[src/rtl/mbx_pkg.sv]
// Package: shared constants and types of the per-CPU mailbox.
// Assumes byte addresses of 12 bits; bits 11:8 pick a region and bits 7:3 a slot.
package mbx_pkg;
    localparam int IDX_W    = 5;   // CPU index width (up to 32 CPUs)
    localparam int SRC_W    = 5;   // source ID width
    localparam int VEC_W    = 6;   // shared vector width
    localparam int ADDR_W   = 12;  // register address width
    localparam int LOCK_BIT = 5;   // lock flag position in the status word

    localparam logic [3:0] RGN_D0    = 4'h0;
    localparam logic [3:0] RGN_D1    = 4'h1;
    localparam logic [3:0] RGN_STAT  = 4'h2;
    localparam logic [3:0] RGN_ALIAS = 4'h3;
    localparam logic [3:0] RGN_VEC   = 4'h4;

    typedef enum logic [2:0] {
        KIND_NONE,
        KIND_D0,
        KIND_D1,
        KIND_STAT,
        KIND_VEC
    } reg_kind_t;
endpackage

[src/rtl/mbx_decode.sv]
// Module: mbx_decode
// Turns a register address and the requesting CPU into an access kind and an
// entry index. Alias slots take the requesting CPU as index. An index that is
// not below NUM_CPU, or an unmapped address, yields KIND_NONE.
module mbx_decode
    import mbx_pkg::*;
#(
    parameter int NUM_CPU = 8
) (
    input  logic [ADDR_W-1:0] addr,
    input  logic [IDX_W-1:0]  req_cpu,
    output reg_kind_t         kind,
    output logic [IDX_W-1:0]  idx
);
    logic [3:0]       region;
    logic [IDX_W-1:0] slot;
    reg_kind_t        raw_kind;
    logic             idx_ok;

    assign region = addr[ADDR_W-1:8];
    assign slot   = addr[7:3];

    // Classify the address by region and slot.
    always_comb begin
        raw_kind = KIND_NONE;
        idx      = slot;
        case (region)
            RGN_D0:   raw_kind = KIND_D0;
            RGN_D1:   raw_kind = KIND_D1;
            RGN_STAT: raw_kind = KIND_STAT;
            RGN_ALIAS: begin
                idx = req_cpu;
                case (slot)
                    5'd0:    raw_kind = KIND_D0;
                    5'd1:    raw_kind = KIND_D1;
                    5'd2:    raw_kind = KIND_STAT;
                    default: raw_kind = KIND_NONE;
                endcase
            end
            RGN_VEC:  raw_kind = (slot == '0) ? KIND_VEC : KIND_NONE;
            default:  raw_kind = KIND_NONE;
        endcase
    end

    assign idx_ok = (int'(idx) < NUM_CPU);

    // Drop entry accesses whose index lies outside the array.
    always_comb begin
        if (raw_kind == KIND_VEC || (raw_kind != KIND_NONE && idx_ok))
            kind = raw_kind;
        else
            kind = KIND_NONE;
    end
endmodule

[src/rtl/mbx_slot.sv]
// Module: mbx_slot
// One CPU's mailbox entry: a lock flag, the source ID and two data words.
// A software status write takes priority over a message load. The parent
// guarantees that both never fall in the same cycle.
module mbx_slot
    import mbx_pkg::*;
#(
    parameter int DATA_W = 64
) (
    input  logic              clk,
    input  logic              rst_n,
    input  logic              load,
    input  logic [SRC_W-1:0]  load_src,
    input  logic [DATA_W-1:0] load_d0,
    input  logic [DATA_W-1:0] load_d1,
    input  logic              sw_wr,
    input  logic              sw_lock,
    output logic              lock_q,
    output logic [SRC_W-1:0]  src_q,
    output logic [DATA_W-1:0] d0_q,
    output logic [DATA_W-1:0] d1_q
);
    // Lock flag: set by software or by an accepted message.
    always_ff @(posedge clk) begin
        if (!rst_n)
            lock_q <= 1'b0;
        else if (sw_wr)
            lock_q <= sw_lock;
        else if (load)
            lock_q <= 1'b1;
    end

    // Message payload: captured only on acceptance.
    always_ff @(posedge clk) begin
        if (!rst_n) begin
            src_q <= '0;
            d0_q  <= '0;
            d1_q  <= '0;
        end else if (load) begin
            src_q <= load_src;
            d0_q  <= load_d0;
            d1_q  <= load_d1;
        end
    end
endmodule

[src/rtl/mbx_rdmux.sv]
// Module: mbx_rdmux
// Selects read data for a decoded access. It returns zero for KIND_NONE.
// The status word holds the lock flag at LOCK_BIT and the source ID below it.
module mbx_rdmux
    import mbx_pkg::*;
#(
    parameter int NUM_CPU = 8,
    parameter int DATA_W  = 64
) (
    input  reg_kind_t         kind,
    input  logic [IDX_W-1:0]  idx,
    input  logic [NUM_CPU-1:0] lock_vec,
    input  logic [SRC_W-1:0]  src_arr [NUM_CPU],
    input  logic [DATA_W-1:0] d0_arr  [NUM_CPU],
    input  logic [DATA_W-1:0] d1_arr  [NUM_CPU],
    input  logic [VEC_W-1:0]  vec,
    output logic [DATA_W-1:0] rdata
);
    logic [DATA_W-1:0] d0_sel;
    logic [DATA_W-1:0] d1_sel;
    logic [DATA_W-1:0] stat_sel;

    // Gather the indexed entry by one-hot OR across all slots.
    always_comb begin
        d0_sel   = '0;
        d1_sel   = '0;
        stat_sel = '0;
        for (int c = 0; c < NUM_CPU; c++) begin
            if (idx == IDX_W'(c)) begin
                d0_sel   = d0_sel | d0_arr[c];
                d1_sel   = d1_sel | d1_arr[c];
                stat_sel = stat_sel | DATA_W'({lock_vec[c], src_arr[c]});
            end
        end
    end

    // Pick the word for the access kind.
    always_comb begin
        case (kind)
            KIND_D0:   rdata = d0_sel;
            KIND_D1:   rdata = d1_sel;
            KIND_STAT: rdata = stat_sel;
            KIND_VEC:  rdata = DATA_W'(vec);
            default:   rdata = '0;
        endcase
    end
endmodule

[src/rtl/cpu_mailbox.sv]
// Module: cpu_mailbox
// Holds a single-entry mailbox with a lock for each CPU. A message is accepted
// when its target exists, the target's lock is clear, software is not writing
// that target's status word this cycle, and post_ready is high. Acceptance
// posts an interrupt with the shared vector. Accept and reject are
// combinational in the message cycle. Register reads return one cycle later.
// Assumes NUM_CPU <= 32 and that reg_wr and reg_rd address one register.
module cpu_mailbox
    import mbx_pkg::*;
#(
    parameter int NUM_CPU = 8,
    parameter int DATA_W  = 64
) (
    input  logic              clk,
    input  logic              rst_n,
    input  logic              msg_valid,
    input  logic [IDX_W-1:0]  msg_cpu,
    input  logic [SRC_W-1:0]  msg_src,
    input  logic [DATA_W-1:0] msg_d0,
    input  logic [DATA_W-1:0] msg_d1,
    output logic              msg_accept,
    output logic              msg_reject,
    output logic              post_valid,
    output logic [IDX_W-1:0]  post_cpu,
    output logic [VEC_W-1:0]  post_vec,
    input  logic              post_ready,
    input  logic              reg_wr,
    input  logic              reg_rd,
    input  logic [ADDR_W-1:0] reg_addr,
    input  logic [IDX_W-1:0]  reg_cpu,
    input  logic [DATA_W-1:0] reg_wdata,
    output logic [DATA_W-1:0] reg_rdata,
    output logic              reg_rdvalid
);
    reg_kind_t         acc_kind;
    logic [IDX_W-1:0]  acc_idx;
    logic              stat_wr;
    logic              vec_wr;
    logic [VEC_W-1:0]  vec_q;
    logic [NUM_CPU-1:0] busy_vec;
    logic [NUM_CPU-1:0] msg_hot;
    logic [NUM_CPU-1:0] sw_hot;
    logic [SRC_W-1:0]  src_arr [NUM_CPU];
    logic [DATA_W-1:0] d0_arr  [NUM_CPU];
    logic [DATA_W-1:0] d1_arr  [NUM_CPU];
    logic              target_free;
    logic [DATA_W-1:0] rd_next;

    mbx_decode #(.NUM_CPU(NUM_CPU)) u_dec (
        .addr    (reg_addr),
        .req_cpu (reg_cpu),
        .kind    (acc_kind),
        .idx     (acc_idx)
    );

    assign stat_wr = reg_wr && (acc_kind == KIND_STAT);
    assign vec_wr  = reg_wr && (acc_kind == KIND_VEC);

    // One mailbox entry per CPU, with its one-hot selects.
    for (genvar c = 0; c < NUM_CPU; c++) begin : g_slot
        assign msg_hot[c] = (msg_cpu == IDX_W'(c));
        assign sw_hot[c]  = stat_wr && (acc_idx == IDX_W'(c));

        mbx_slot #(.DATA_W(DATA_W)) u_slot (
            .clk      (clk),
            .rst_n    (rst_n),
            .load     (msg_accept && msg_hot[c]),
            .load_src (msg_src),
            .load_d0  (msg_d0),
            .load_d1  (msg_d1),
            .sw_wr    (sw_hot[c]),
            .sw_lock  (reg_wdata[LOCK_BIT]),
            .lock_q   (busy_vec[c]),
            .src_q    (src_arr[c]),
            .d0_q     (d0_arr[c]),
            .d1_q     (d1_arr[c])
        );
    end

    // Free target: it exists, it is unlocked and software is not writing its status word.
    assign target_free = (|msg_hot) && !(|(msg_hot & busy_vec)) && !(|(msg_hot & sw_hot));

    assign post_valid = msg_valid && target_free;
    assign post_cpu   = msg_cpu;
    assign post_vec   = vec_q;
    assign msg_accept = post_valid && post_ready;
    assign msg_reject = msg_valid && !msg_accept;

    // Shared vector register.
    always_ff @(posedge clk) begin
        if (!rst_n)
            vec_q <= '0;
        else if (vec_wr)
            vec_q <= reg_wdata[VEC_W-1:0];
    end

    mbx_rdmux #(.NUM_CPU(NUM_CPU), .DATA_W(DATA_W)) u_rd (
        .kind     (acc_kind),
        .idx      (acc_idx),
        .lock_vec (busy_vec),
        .src_arr  (src_arr),
        .d0_arr   (d0_arr),
        .d1_arr   (d1_arr),
        .vec      (vec_q),
        .rdata    (rd_next)
    );

    // Registered read return.
    always_ff @(posedge clk) begin
        if (!rst_n) begin
            reg_rdvalid <= 1'b0;
            reg_rdata   <= '0;
        end else begin
            reg_rdvalid <= reg_rd;
            if (reg_rd)
                reg_rdata <= rd_next;
        end
    end
endmodule

[config.mk]
export PLATFORM = sky130hd
export DESIGN_NAME = cpu_mailbox
export DESIGN_NICKNAME = d
export VERILOG_FILES = /design/src/rtl/mbx_pkg.sv /design/src/rtl/mbx_decode.sv /design/src/rtl/mbx_slot.sv /design/src/rtl/mbx_rdmux.sv /design/src/rtl/cpu_mailbox.sv
export SDC_FILE = /design/constraint.sdc
export NUM_CORES = 2
export LEC_CHECK = 0
export ABC_AREA = 0
export BUFFER_PORTS_ARGS = -buffer_cell sky130_fd_sc_hd__buf_2
export CORE_ASPECT_RATIO = 1.5
export CORE_MARGIN = 2
export CORE_UTILIZATION = 55
export DETAILED_ROUTE_END_ITERATION = 10
export PLACE_DENSITY_LB_ADDON = 0.25
export SYNTH_ARGS = -nofsm -noshare
export SYNTH_HDL_FRONTEND = slang
export SYNTH_HIERARCHICAL = 1
export SYNTH_SLANG_ARGS = --single-unit
[constraint.sdc]
create_clock -name clk -period 3.44 [get_ports clk]
set_input_delay 0.516 -clock clk [delete_from_list [all_inputs] [get_ports clk]]
set_output_delay 0.516 -clock clk [all_outputs]
set_load 0.1 [all_outputs]
-- After elaboration in Yosys (flattened, before gate mapping)
Index checks and enable logic that the tools add are counted.
- bitwise gates (word level): 23
- reductions and logical operators: 44
- $lt $le $gt $ge: 1
- muxes and demuxes: 46
- equality and inequality tests: 25
- operators by type and width (operator ; count):
    $mux 64 ; 23
    $or 64x64->64 ; 14
    $or 64x6->64 ; 7
    $pmux 64 s4 ; 1
    $eq 5x3->1 const B ; 8
    $eq 5x2->1 const B ; 5
    $logic_and 1x1->1 ; 24
    $reduce_or 8->1 ; 3
    $and 8x8->8 ; 2
    $mux 1 ; 16
    $reduce_bool 2->1 ; 8
    $eq 5x1->1 const B ; 3
    $logic_not 5->1 ; 3
    $pmux 3 s5 ; 1
    $eq 4x2->1 const B ; 2
    $eq 3x2->1 const B ; 2
    $eq 3x3->1 const B ; 2
    $mux 3 ; 2
    $mux 6 ; 1
    $pmux 2 s3 ; 1
    $lt 5x4->1 const B ; 1
    $mux 5 ; 1
    $eq 4x1->1 const B ; 1
    $eq 4x3->1 const B ; 1
    other kinds (5) ; 7
- input port bits: 225
- logic and storage cells: 174
- output and inout bits: 79
- flip-flop bits (word level): 1143

-- Logic depth before layout (Yosys ltp)
- depth in word-level cells: 19
- depth in mapped cells: 14

-- Cells and area by module
Netlist, hierarchy kept.
- modules (own cells, without submodules) (module ; cells an instance ; area an instance (sq um) ; times used ; seq. area each (sq um)):
    mbx_slot ; 431 ; 5056.1 ; 8 ; 2682.6
    mbx_rdmux ; 641 ; 8234.1 ; 1 ; 0.0
    cpu_mailbox ; 286 ; 3014.1 ; 1 ; 1421.4
    mbx_decode ; 22 ; 185.2 ; 1 ; 0.0

-- Least setup slack after synthesis
OpenSTA, ideal clock, no wires.
- path type: input-to-output
- from: input reg_cpu[3]
- to: output post_valid
- arrival: 4478 ps
- slack: -1554 ps
- cell stages on the path: 8
- buffers on the path: 1
- path through: and4bb_2 -> o21ai_0 -> a21oi_1 -> nand4b_1 -> or4_1 -> clkbuf_1 -> o211ai_2 -> nor4_1
- word-level cells in the longest chain between the ends: 13
- elaborated cells between the ends (all ways): 28
- those cells by class: order compare (1); eq/ne (8); mux (2); bitwise (1); reduce/logical (16)
- RTL lines (what ; line ; text):
    from (decl) ; cpu_mailbox.sv:30 ; input logic [IDX_W-1:0] reg_cpu,
    $mux 5 (*) ; mbx_decode.sv:27 ; case (region)
    $lt 5x4->1 (*) ; mbx_decode.sv:45 ; assign idx_ok = (int'(idx) < NUM_CPU);
    $logic_and 1x1->1 (*) ; mbx_decode.sv:49 ; if (raw_kind == KIND_VEC || (raw_kind != KIND_NONE && idx_ok))
    $logic_or 1x1->1 (*) ; mbx_decode.sv:49 ;
    $mux 3 (*) ; mbx_decode.sv:49 ;
    net acc_kind[0] ; cpu_mailbox.sv:35 ; reg_kind_t acc_kind;
    $eq 3x2->1 (*) ; cpu_mailbox.sv:56 ; assign stat_wr = reg_wr && (acc_kind == KIND_STAT);
    $logic_and 1x1->1 (*) ; cpu_mailbox.sv:56 ;
    $logic_and 1x1->1 ; cpu_mailbox.sv:62 ; assign sw_hot[c] = stat_wr && (acc_idx == IDX_W'(c));
    $and 8x8->8 (*) ; cpu_mailbox.sv:81 ; assign target_free = (|msg_hot) && !(|(msg_hot & busy_vec)) && !(|(msg_hot & sw_hot));
    $reduce_or 8->1 (*) ; cpu_mailbox.sv:81 ;
    $logic_not 1->1 (*) ; cpu_mailbox.sv:81 ;
    $logic_and 1x1->1 (*) ; cpu_mailbox.sv:81 ;
    $logic_and 1x1->1 (*) ; cpu_mailbox.sv:83 ; assign post_valid = msg_valid && target_free;
    to (decl) ; cpu_mailbox.sv:23 ; output logic post_valid,
Mark *: on every way through the listed nets, which the timed path passes. The rest lies on a longest branch.

-- Final worst setup path
- from: input reg_addr[11]
- to: output msg_reject
- word-level cells in the longest chain between the ends: 17
- elaborated cells between the ends (all ways): 39
- those cells by class: order compare (1); eq/ne (13); mux (3); bitwise (1); reduce/logical (21)
- RTL lines (what ; line ; text):
    from (decl) ; cpu_mailbox.sv:29 ; input logic [ADDR_W-1:0] reg_addr,
    $eq 4x2->1 (*) ; mbx_decode.sv:27 ;
    $mux 5 (*) ; mbx_decode.sv:27 ;
    net acc_idx[2] ; cpu_mailbox.sv:36 ; logic [IDX_W-1:0] acc_idx;
    $lt 5x4->1 ; mbx_decode.sv:45 ;
    $logic_and 1x1->1 ; mbx_decode.sv:49 ;
    $logic_or 1x1->1 ; mbx_decode.sv:49 ;
    $mux 3 ; mbx_decode.sv:49 ;
    $eq 3x2->1 ; cpu_mailbox.sv:56 ;
    (+2 left out) ; -- ;
    $and 8x8->8 (*) ; cpu_mailbox.sv:81 ;
    $reduce_or 8->1 (*) ; cpu_mailbox.sv:81 ;
    $logic_not 1->1 (*) ; cpu_mailbox.sv:81 ;
    $logic_and 1x1->1 (*) ; cpu_mailbox.sv:81 ;
    $logic_and 1x1->1 (*) ; cpu_mailbox.sv:83 ;
    $logic_and 1x1->1 (*) ; cpu_mailbox.sv:86 ; assign msg_accept = post_valid && post_ready;
    $logic_not 1->1 (*) ; cpu_mailbox.sv:87 ; assign msg_reject = msg_valid && !msg_accept;
    $logic_and 1x1->1 (*) ; cpu_mailbox.sv:87 ;
    to (decl) ; cpu_mailbox.sv:22 ; output logic msg_reject,
Marks and branches as above.

==> results.ini <==
[logic_synthesis]
syn_area_per_cell_um2 = 11.8
synth_nets = 4622
synth_compound_area_frac = 0.0310
synth_edf_count = 0
synth_fa_ha_area_frac = 0
synth_top_family_by_area = multiplexers
synth_xor_area_frac = 0.000675
ys_async_sr_fraction = 0
ys_seq_elements = 1143
netlist_instances = 4397
yosysTopAreaCell = dfxtp_1
syn_area_um2 = 51900
synth_simple_gate_area_frac = 0.149
ys_top_cells_by_area = dfxtp_1, mux2i_1, nor2b_1
yosysSeqAreaShare = 0.441
yosysWarningCount = 6
yosysTopAreaCellShare = 0.441
synthMuxAreaShare = 0.336
synth_cell_types = 51
synth_ff_type = dfxtp_1

[status]
status = completed

[cts]
htreeDepth = 3
clockBufferDepth = 3
postCtsSetupBuffers = 0
cts_resized = 0
cts.reportedPaths.clkPinSlew_ns = 0.06
clockRootBuffer = clkbuf_16
postCtsHoldBufs = 0
numCtsBuffers = 107
cts_tree = built
clock-sinks = 1143
clk_latency_ns = 0.71

[power_and_ir_drop]
pwr-share-seq = 0.496
combPwrFrac = 0.059
leakagePower_nw = 18.4
p_int_mw = 20.7
p_switching_mw = 6.11
powerDensity_nw_per_um2 = 458
vdd_drop_max_mv = 0.467
swShare = 0.228
clkPwrFrac = 0.445

[floorplan]
dieWidth_um = 255
die-area_um2 = 96900
core_area_um2 = 93900
io_pins = 304
die_y_um = 380
std_cell_rows = 138
initial_utilization = 0.552

[timing]
tightestPinTransition_ns = 0.853
setup_viol = 0
fmax_ghz = 0.301
hold_violations = 0
setup_tns_ns = 0
slew_headroom = 0.430
clock_skew_ns = 0.0366
grt_setup_unrepaired = false
slew_viol_final = 0
fin_crit_ns = 3.32
fin_crit_sh = 0.966
holdWs_ns = 0.0840

[critical_path]
reg2reg_from = g_slot[3].u_slot/lock_q$_SDFFE_PN0P_
reg2reg_slack_ns = 0.57
cp_max_fo = 5
arrival_ns = 2.81
critPathKind = in2out
start_kind = input port
rr_endpoint = g_slot[0].u_slot/d1_q[44]$_SDFFE_PN0P_
reg2reg_depth = 8
cp.required_ns = 2.92
setup.worst_path.end_class = output port

[grt]
grt_pass1_vias = 34086
grt_usage = 0.268
grt_overflow = 0
grt_max_degree = 163
grt_pass1_wl_um = 202000
grt_antenna_before_repair = 44

[routing]
drt_iter0_drc = 2100
dr_total_vias = 33377
ant_nets = 0
drt-vias-per-instance = 5.62
drt-pass1-iter-count = 5
routed_wl_um = 131000
wl_per_cell_um = 22.0
drc = 0

[place]
dpl.hpwl_um = 83000
io_buffer_count = 242
globalplace.congestion = 0.818

[worst_hold_path]
hold_path_depth = 3
worstHoldEndpoint = post_vec[0]$_SDFFE_PN0P_
min_from = reg_wdata[0]
hold_class = in2reg

[final_layout]
drive_gt1_frac = 0.191
final_cell_mix = mux2i_1, dfxtp_1, nor2b_1
area_growth_pct = 13.0
mostFrequentLayoutCell = mux2i_1
nNetsFinal = 4806

[job]
maxCapViolations = 0

==> cells by family after synthesis <==
group	after synthesis
AO/OA/AOI/OAI	220
XOR/XNOR	4
buffers and inverters	364
flip-flops	1143
multiplexers	1424
AND/OR/NAND/NOR	1242
==> per-stage QoR <==
step / cells / cell area (um^2) / setup slack [ns] / total power, mW / utilization
2_1_floorplan: 4397 / 51900 / -0.400 / 14.6 / -
3_3_place_gp: 5732 / 55100 / -0.147 / 15.2 / 0.587
3_5_place_dp: 5732 / 55100 / -0.176 / 15.2 / 0.587
4_1_cts: 5927 / 58600 / 0.0291 / 27.1 / 0.624
5_1_grt: 5935 / 58600 / 0.0267 / 27.7 / 0.624
6_report: 5942 / 58600 / 0.117 / 26.8 / 0.624
==> sequential cells by signal, indices dropped and copies added (netlist names) <==
register / cells
g_slot.u_slot/d0_q: 512
g_slot.u_slot/d1_q: 512
g_slot.u_slot/lock_q: 8
g_slot.u_slot/src_q: 40
post_vec: 6
reg_rdata: 64
reg_rdvalid: 1
==> routing by layer <==
layer	up-vias	GRT usage	share of wire
li1	15920	-	-
met1	16463	0.348	0.43
met2	745	0.447	0.49
met3	215	0.0530	0.054
met4	34	0.0838	0.026
met5	-	0	0.0016
==> synthesized netlist by cell type (all sizes together), types with 2 or more instances <==
| master | instances |
|---|---|
| nand3 | 6 |
| nor4 | 2 |
| or3b | 4 |
| nor3b | 5 |
| nand2b | 12 |
| xnor2 | 3 |
| a32oi | 6 |
| nor4b | 2 |
| nor3 | 11 |
| nor2b | 1135 |
| dfxtp | 1143 |
| nor2 | 18 |
| clkbuf | 172 |
| a2111oi | 5 |
| o2bb2ai | 2 |
| o311a | 8 |
| a22oi | 115 |
| nand4b | 2 |
| mux2i | 1165 |
| a21oi | 4 |
| o22ai | 70 |
| and2 | 6 |
| a211oi | 3 |
| nand4 | 2 |
| and3 | 2 |
| mux2 | 6 |
| o32ai | 2 |
| nand2 | 16 |
| mux4 | 253 |
| and4b | 12 |
| buf | 192 |
==> critical path, stage by stage <==
cell      delay (ns)
buf_2           0.10
nor2_1          0.12
and3_2          0.31
buf_4           0.15
mux2_4          0.30
or4_1           0.59
o211ai_2        0.31
o31a_2          0.23
buf_12          0.18
==> area by class of cell <==
class	count	area, um^2
Sequential cell	1143	22900
Multi-Input combinational cell	2890	27000
Fill cell	7583	35300
Clock buffer	158	3140
Timing Repair Buffer	439	3680
Clock inverter	37	370
Tap cell	1260	1580
Antenna cell	15	37.5
==> worst max path at each step <==
stage | end | cells after the start | slack, ns | startpoint
after global placement | reg_rdata[31]$_SDFFE_PN0P_ | 13 | -0.15 | reg_addr[11]
after global routing | msg_accept | 9 | 0.03 | reg_addr[11]
after CTS | msg_reject | 9 | 0.03 | reg_addr[11]
after detailed placement | reg_rdata[31]$_SDFFE_PN0P_ | 13 | -0.18 | reg_addr[11]
final | msg_reject | 9 | 0.12 | reg_addr[11]
after floorplan | post_valid | 8 | -0.40 | reg_addr[11]
==> power groups by stage <==
| stage | Combinational (mW) | Sequential (mW) | Clock (mW) |
|---|---|---|---|
| finish | 1.59 | 13.3 | 11.9 |
| global route | 1.68 | 13.3 | 12.7 |
| CTS | 1.59 | 13.3 | 12.2 |
| detailed placement | 1.58 | 13.6 | 0 |
| global placement | 1.58 | 13.6 | 0 |
| floorplan | 0.956 | 13.6 | 0 |
Note: power is estimated with default switching activity, not from simulation.
